File: config.mk
export PLATFORM = sky130hd
export DESIGN_NAME = spec_ctx_top
export DESIGN_NICKNAME = d
export VERILOG_FILES = /design/src/rtl/spec_ctx_pkg.sv /design/src/rtl/spec_ctx_xfer.sv /design/src/rtl/spec_ctx_regs.sv /design/src/rtl/spec_ctx_merge.sv /design/src/rtl/spec_ctx_top.sv
export SDC_FILE = /design/constraint.sdc
export NUM_CORES = 1
export LEC_CHECK = 0
export BUFFER_PORTS_ARGS = -buffer_cell sky130_fd_sc_hd__buf_2
export CORE_ASPECT_RATIO = 1.4
export CORE_MARGIN = 3
export CORE_UTILIZATION = 50
export DETAILED_ROUTE_END_ITERATION = 7
export HOLD_SLACK_MARGIN = 0.02
export PLACE_DENSITY = 0.93
export SYNTH_ARGS = -nofsm -noshare
export SYNTH_HDL_FRONTEND = slang
export SYNTH_SLANG_ARGS = --single-unit
File: constraint.sdc
create_clock -name clk -period 4.14 [get_ports clk]
set_input_delay 0.828 -clock clk [delete_from_list [all_inputs] [get_ports clk]]
set_output_delay 0.828 -clock clk [all_outputs]
set_load 0.005 [all_outputs]
File: src/rtl/spec_ctx_pkg.sv
package spec_ctx_pkg;

    localparam int unsigned CTRL_W         = 32;
    localparam int unsigned FEAT_W         = 32;
    localparam int unsigned CAP_BIT        = 20;
    localparam int unsigned GUEST_SLOT_OFS = 32'h2E0;

    typedef logic [CTRL_W-1:0] ctrl_t;

    typedef enum logic {
        MODE_HOST  = 1'b0,
        MODE_GUEST = 1'b1
    } ctx_mode_e;

    typedef enum logic [1:0] {
        XF_IDLE  = 2'd0,
        XF_LOAD  = 2'd1,
        XF_STORE = 2'd2
    } xfer_state_e;

    typedef struct packed {
        logic  valid;
        ctrl_t data;
    } wr_slot_t;

    function automatic logic [FEAT_W-1:0] feat_word_f();
        logic [FEAT_W-1:0] w;
        w = '0;
        w[CAP_BIT] = 1'b1;
        return w;
    endfunction

    function automatic ctrl_t merge_ctrl(ctx_mode_e m, ctrl_t host, ctrl_t guest);
        return (m == MODE_GUEST) ? (host | guest) : host;
    endfunction

endpackage

File: src/rtl/spec_ctx_xfer.sv
module spec_ctx_xfer
    import spec_ctx_pkg::*;
#(
    parameter int unsigned ADDR_W = 32
) (
    input  logic              clk,
    input  logic              rst,
    input  logic              enter_evt,
    input  logic              exit_evt,
    input  logic [ADDR_W-1:0] save_base,
    input  ctrl_t             guest_copy,
    input  logic              mem_ack,
    output logic              mem_req,
    output logic              mem_we,
    output logic [ADDR_W-1:0] mem_addr,
    output ctrl_t             mem_wdata,
    output ctx_mode_e         mode,
    output logic              load_done,
    output logic              busy
);

    localparam logic [ADDR_W-1:0] SLOT_OFS = ADDR_W'(GUEST_SLOT_OFS);

    xfer_state_e       state_q;
    logic [ADDR_W-1:0] addr_q;

    always_ff @(posedge clk) begin
        if (rst) begin
            state_q <= XF_IDLE;
            addr_q  <= '0;
            mode    <= MODE_HOST;
        end else begin
            unique case (state_q)
                XF_IDLE: begin
                    if (enter_evt && mode == MODE_HOST) begin
                        state_q <= XF_LOAD;
                        addr_q  <= save_base + SLOT_OFS;
                    end else if (exit_evt && mode == MODE_GUEST) begin
                        state_q <= XF_STORE;
                        addr_q  <= save_base + SLOT_OFS;
                    end
                end
                XF_LOAD: begin
                    if (mem_ack) begin
                        state_q <= XF_IDLE;
                        mode    <= MODE_GUEST;
                    end
                end
                XF_STORE: begin
                    if (mem_ack) begin
                        state_q <= XF_IDLE;
                        mode    <= MODE_HOST;
                    end
                end
                default: state_q <= XF_IDLE;
            endcase
        end
    end

    // guest copy cannot move during a store: writes are deferred while busy
    always_comb begin
        busy      = (state_q != XF_IDLE);
        mem_req   = busy;
        mem_we    = (state_q == XF_STORE);
        mem_addr  = addr_q;
        mem_wdata = guest_copy;
        load_done = (state_q == XF_LOAD) && mem_ack;
    end

endmodule

File: src/rtl/spec_ctx_regs.sv
module spec_ctx_regs
    import spec_ctx_pkg::*;
(
    input  logic      clk,
    input  logic      rst,
    input  ctx_mode_e mode,
    input  logic      busy,
    input  logic      wr_en,
    input  ctrl_t     wr_data,
    input  logic      load_done,
    input  ctrl_t     load_data,
    output ctrl_t     host_q,
    output ctrl_t     guest_q,
    output ctrl_t     rd_data
);

    wr_slot_t slot_q;
    wr_slot_t apply;

    // a fresh write overrides an older deferred one: both target the same copy
    always_comb begin
        if (wr_en)
            apply = '{valid: 1'b1, data: wr_data};
        else
            apply = slot_q;
    end

    always_ff @(posedge clk) begin
        if (rst) begin
            host_q  <= '0;
            guest_q <= '0;
            slot_q  <= '0;
        end else begin
            if (load_done)
                guest_q <= load_data;
            if (busy) begin
                if (wr_en)
                    slot_q <= '{valid: 1'b1, data: wr_data};
            end else begin
                slot_q.valid <= 1'b0;
                if (apply.valid) begin
                    if (mode == MODE_GUEST)
                        guest_q <= apply.data;
                    else
                        host_q  <= apply.data;
                end
            end
        end
    end

    always_comb rd_data = (mode == MODE_GUEST) ? guest_q : host_q;

endmodule

File: src/rtl/spec_ctx_merge.sv
module spec_ctx_merge
    import spec_ctx_pkg::*;
(
    input  ctx_mode_e          mode,
    input  ctrl_t              host_q,
    input  ctrl_t              guest_q,
    output ctrl_t              eff_ctrl,
    output logic [FEAT_W-1:0]  feat_word
);

    always_comb begin
        eff_ctrl  = merge_ctrl(mode, host_q, guest_q);
        feat_word = feat_word_f();
    end

endmodule

File: src/rtl/spec_ctx_top.sv
module spec_ctx_top
    import spec_ctx_pkg::*;
#(
    parameter int unsigned ADDR_W = 32
) (
    input  logic              clk,
    input  logic              rst,
    input  logic              wr_en,
    input  logic [31:0]       wr_data,
    output logic [31:0]       rd_data,
    input  logic              enter_evt,
    input  logic              exit_evt,
    input  logic [ADDR_W-1:0] save_base,
    output logic              mem_req,
    output logic              mem_we,
    output logic [ADDR_W-1:0] mem_addr,
    output logic [31:0]       mem_wdata,
    input  logic              mem_ack,
    input  logic [31:0]       mem_rdata,
    output logic [31:0]       eff_ctrl,
    output logic              in_guest,
    output logic              busy,
    output logic [31:0]       feat_word
);

    ctx_mode_e mode;
    ctrl_t     host_q;
    ctrl_t     guest_q;
    logic      load_done;

    spec_ctx_xfer #(.ADDR_W(ADDR_W)) u_xfer (
        .clk        (clk),
        .rst        (rst),
        .enter_evt  (enter_evt),
        .exit_evt   (exit_evt),
        .save_base  (save_base),
        .guest_copy (guest_q),
        .mem_ack    (mem_ack),
        .mem_req    (mem_req),
        .mem_we     (mem_we),
        .mem_addr   (mem_addr),
        .mem_wdata  (mem_wdata),
        .mode       (mode),
        .load_done  (load_done),
        .busy       (busy)
    );

    spec_ctx_regs u_regs (
        .clk       (clk),
        .rst       (rst),
        .mode      (mode),
        .busy      (busy),
        .wr_en     (wr_en),
        .wr_data   (wr_data),
        .load_done (load_done),
        .load_data (mem_rdata),
        .host_q    (host_q),
        .guest_q   (guest_q),
        .rd_data   (rd_data)
    );

    spec_ctx_merge u_merge (
        .mode      (mode),
        .host_q    (host_q),
        .guest_q   (guest_q),
        .eff_ctrl  (eff_ctrl),
        .feat_word (feat_word)
    );

    assign in_guest = (mode == MODE_GUEST);

endmodule

==> metrics <==
CTS tree built; number of H-tree levels 4; Via Count 6110; antenna violations before repair 1; cell at the slowest stage of the critical path sky130_fd_sc_hd__dfxtp_2; arrival time of the worst setup path 1.83 ns; standard-cell row count 49; clock sink count 132; Buffers & Inverters on Critical Path 2; Syn Std Cell Area 6680 um^2; reg2reg start u_xfer.state_q[0]$_SDFFE_PP0P_; proportion of register bits with asynchronous set or reset after synthesis 0; full die area 14800 um^2; Placeable Area 12900 um^2; global-route wire length before repair 27400 um; Yosys warning count 0; WL final 17100 um; post-synth top area share 0.396; worst rel slew slack 0.292; worst skew pair latency 0.41 ns; number of nets in the layout 1084; syn avg cell area 8.58 um^2; root buffer cell sky130_fd_sc_hd__clkbuf_16; final setup violation count 0; vias in the first global route 5808; Synth Flop Type sky130_fd_sc_hd__dfxtp_1; CP Launch Type register; cell count of the worst reg-to-reg path 8; total count of hold-check failures in the final report 0; commonest non-fill, non-tap cell in the layout sky130_fd_sc_hd__buf_2; worst setup skew after layout 0.00988 ns; DRC marker count from the first detailed-route iteration 256; list of cells traversed by the critical path buf_4, mux2_2, buf_2; number of flops mapped to enable cells by yosys 0; clock period minus final worst setup slack 2.66 ns; crit share post-route 0.642; delay of the slowest cell on the worst path 0.48 ns; number of I/O pins 266; sequential standard cell area 2640 um^2; clock-pin transition on the worst setup and hold timing paths 0.07 ns; type of the worst min-delay path reg2reg; max capacitance violation total 0; share of cells above drive strength 1 0.361; CP max FO 28; largest net degree at the start of global routing 98; count of pins over their slew limit 0; endpoint of the worst-slack reg-to-reg timing path u_regs.guest_q[29]$_SDFF_PP0_; Total Neg Setup Slack 0 ns; number of cells traversed by the worst hold path 2; CTS-repair resized insts 0; data required time of the critical path 3.31 ns; synthesis-to-layout area growth 25.6%; placed cells 1137; first-pass iteration count of the detailed router 4; number of buffers added to fix hold violations after cts 0; number of design rule violations left after detail routing 0; Max IR drop VDD 0.319 mV; dpl cell area 7780 um^2; number of register bits inferred by synthesis 132; Vert. Die Dim 143 um; post-CTS repair timing setup buffer count 0; area used by multi-input combinational logic 3650 um^2; number of inserted filler cells in the final layout 1070; cell accounting for the most synthesized area sky130_fd_sc_hd__dfxtp_1; part of the Yosys area used for sequential elements 0.396; leading post-synthesis cells by cell area sky130_fd_sc_hd__dfxtp_1, sky130_fd_sc_hd__mux2_2, sky130_fd_sc_hd__nor2_1; number of buffers created by CTS 17; residual antenna-violating net count after detailed routing 0; cell count after synthesis 778; largest buffer count on any clock path 2; Worst Hold Endpoint u_xfer.mem_addr[4]$_SDFFE_PP0P_; kind of cell with the highest combined delay on the critical path buffers and inverters; status finished clean; slew at the pin closest to its max-slew limit 1.06 ns; sort of element at the end of the critical path output port; Max Clk Rate 376 MHz; average detailed-routed wire length per instance 14.6 um; power density normalized to cell area 556 nW/um^2; final RePlAce weighted congestion 0.799; launch instance of the worst min-delay path u_xfer.mem_addr[4]$_SDFFE_PP0P_; Overall Global Routing Usage 0.223; unrepaired setup endpoints after global routing false; DIE WIDTH 104 um; post-route standard cell area excluding fillers 8390 um^2; leading cell types in the layout, fill and taps excluded sky130_fd_sc_hd__buf_2, sky130_fd_sc_hd__nor2_1, sky130_fd_sc_hd__dfxtp_1, sky130_fd_sc_hd__a21oi_1, sky130_fd_sc_hd__mux2_2; quantity of I/O buffers inserted on ports 233; global route overflow 0; placed wire-length estimate after detailed placement 12200 um; post-route insts no fill 1170; Initial Util 0.516; leakage power 4.12 nW; vias per cell 5.22; type of the worst setup path reg2out; number of distinct standard cells referenced by the synthesized netlist 44; R2R setup slack 1.79 ns
## cell families (layout without fill, tap and decap cells)
logic type	after synthesis	count (layout)	share of synthesized area
compound gates	174	174	0.173
xor+xnor	21	21	0.0275
fa+ha+maj	4	4	0.00749
buf+inv	96	279	0.0768
flops	132	132	0.396
mux	96	96	0.156
other cells	2	33	0.00112
simple gates	253	253	0.163
## report_power, final
part	total, W	leakage, nW	internal [W]	switching, W
sequential	0.00168	1.08	0.00151	0.000165
combinational	0.00146	2.74	0.000671	0.000787
clock	0.00153	0.291	0.000922	0.000605
total	0.00466	4.12	0.00311	0.00156
## sequential cells by signal, indices dropped and copies added, names as in the netlist
register         flops
u_xfer.mode          1
u_regs.guest_q      32
u_xfer.mem_addr     32
u_regs.host_q       32
u_xfer.state_q       2
u_regs.slot_q       33
## per-stage QoR
| step | total power (W) | util | hold slack [ns] | setup slack, ns |
|---|---|---|---|---|
| global route | 0.00496 | 0.649 | 0.469 | 1.40 |
| detailed placement | 0.00317 | 0.602 | 0.443 | 1.72 |
| finish | 0.00466 | 0.649 | 0.456 | 1.48 |
| global placement | 0.00311 | 0.602 | 0.435 | 1.76 |
| CTS | 0.00471 | 0.648 | 0.452 | 1.48 |
| floorplan | 0.00266 | - | 0.448 | 1.89 |
## cell usage after synthesis, types with 14 or more instances
cell                         n
sky130_fd_sc_hd__a21oi_1    76
sky130_fd_sc_hd__a21o_1     32
sky130_fd_sc_hd__buf_2      14
sky130_fd_sc_hd__buf_4      34
sky130_fd_sc_hd__nand2_1    28
sky130_fd_sc_hd__mux2i_1    32
sky130_fd_sc_hd__dfxtp_1   132
sky130_fd_sc_hd__nor2_1    187
sky130_fd_sc_hd__xor2_1     20
sky130_fd_sc_hd__clkbuf_1   36
sky130_fd_sc_hd__a211oi_1   51
sky130_fd_sc_hd__mux2_2     64
## how the worst max path moves through the flow
stage,start,end,depth (start not counted)
floorplan,u_xfer.mode$_SDFFE_PP0P_,rd_data[25],4
global placement,mem_ack,u_regs.guest_q[11]$_SDFF_PP0_,5
detailed placement,mem_ack,u_regs.guest_q[29]$_SDFF_PP0_,5
CTS,u_xfer.mode$_SDFFE_PP0P_,rd_data[1],3
global route,u_xfer.mode$_SDFFE_PP0P_,rd_data[1],3
finish,u_xfer.mode$_SDFFE_PP0P_,rd_data[1],3
## layer usage
metal / track usage / vias to the layer above / part of all wire
met5: 0 / - / 0
met4: 0.0917 / 0 / 0.018
met3: 0.0502 / 24 / 0.054
met2: 0.422 / 211 / 0.54
met1: 0.240 / 2844 / 0.39
li1: - / 3031 / -
## cell type report
class	count	area share
Clock inverter	14	0.0197
Sequential cell	132	0.315
Inverter	5	0.00224
Clock buffer	18	0.0523
Timing Repair Buffer	242	0.149
Tap cell	178	0.0265
Antenna cell	1	0.000298
Multi-Input combinational cell	580	0.435
## worst register-to-register path, stage by stage (launching register included)
cell and delay (ns):
sky130_fd_sc_hd__dfxtp_1 0.38, sky130_fd_sc_hd__inv_1 0.10, sky130_fd_sc_hd__ha_2 0.20, sky130_fd_sc_hd__buf_4 0.31, sky130_fd_sc_hd__o211ai_4 0.38, sky130_fd_sc_hd__buf_4 0.51, sky130_fd_sc_hd__nor2_1 0.14, sky130_fd_sc_hd__a21oi_1 0.15
sky130_fd_sc_hd__nor2_1 0.05
No activity file was read; power rests on OpenSTA's default activity.
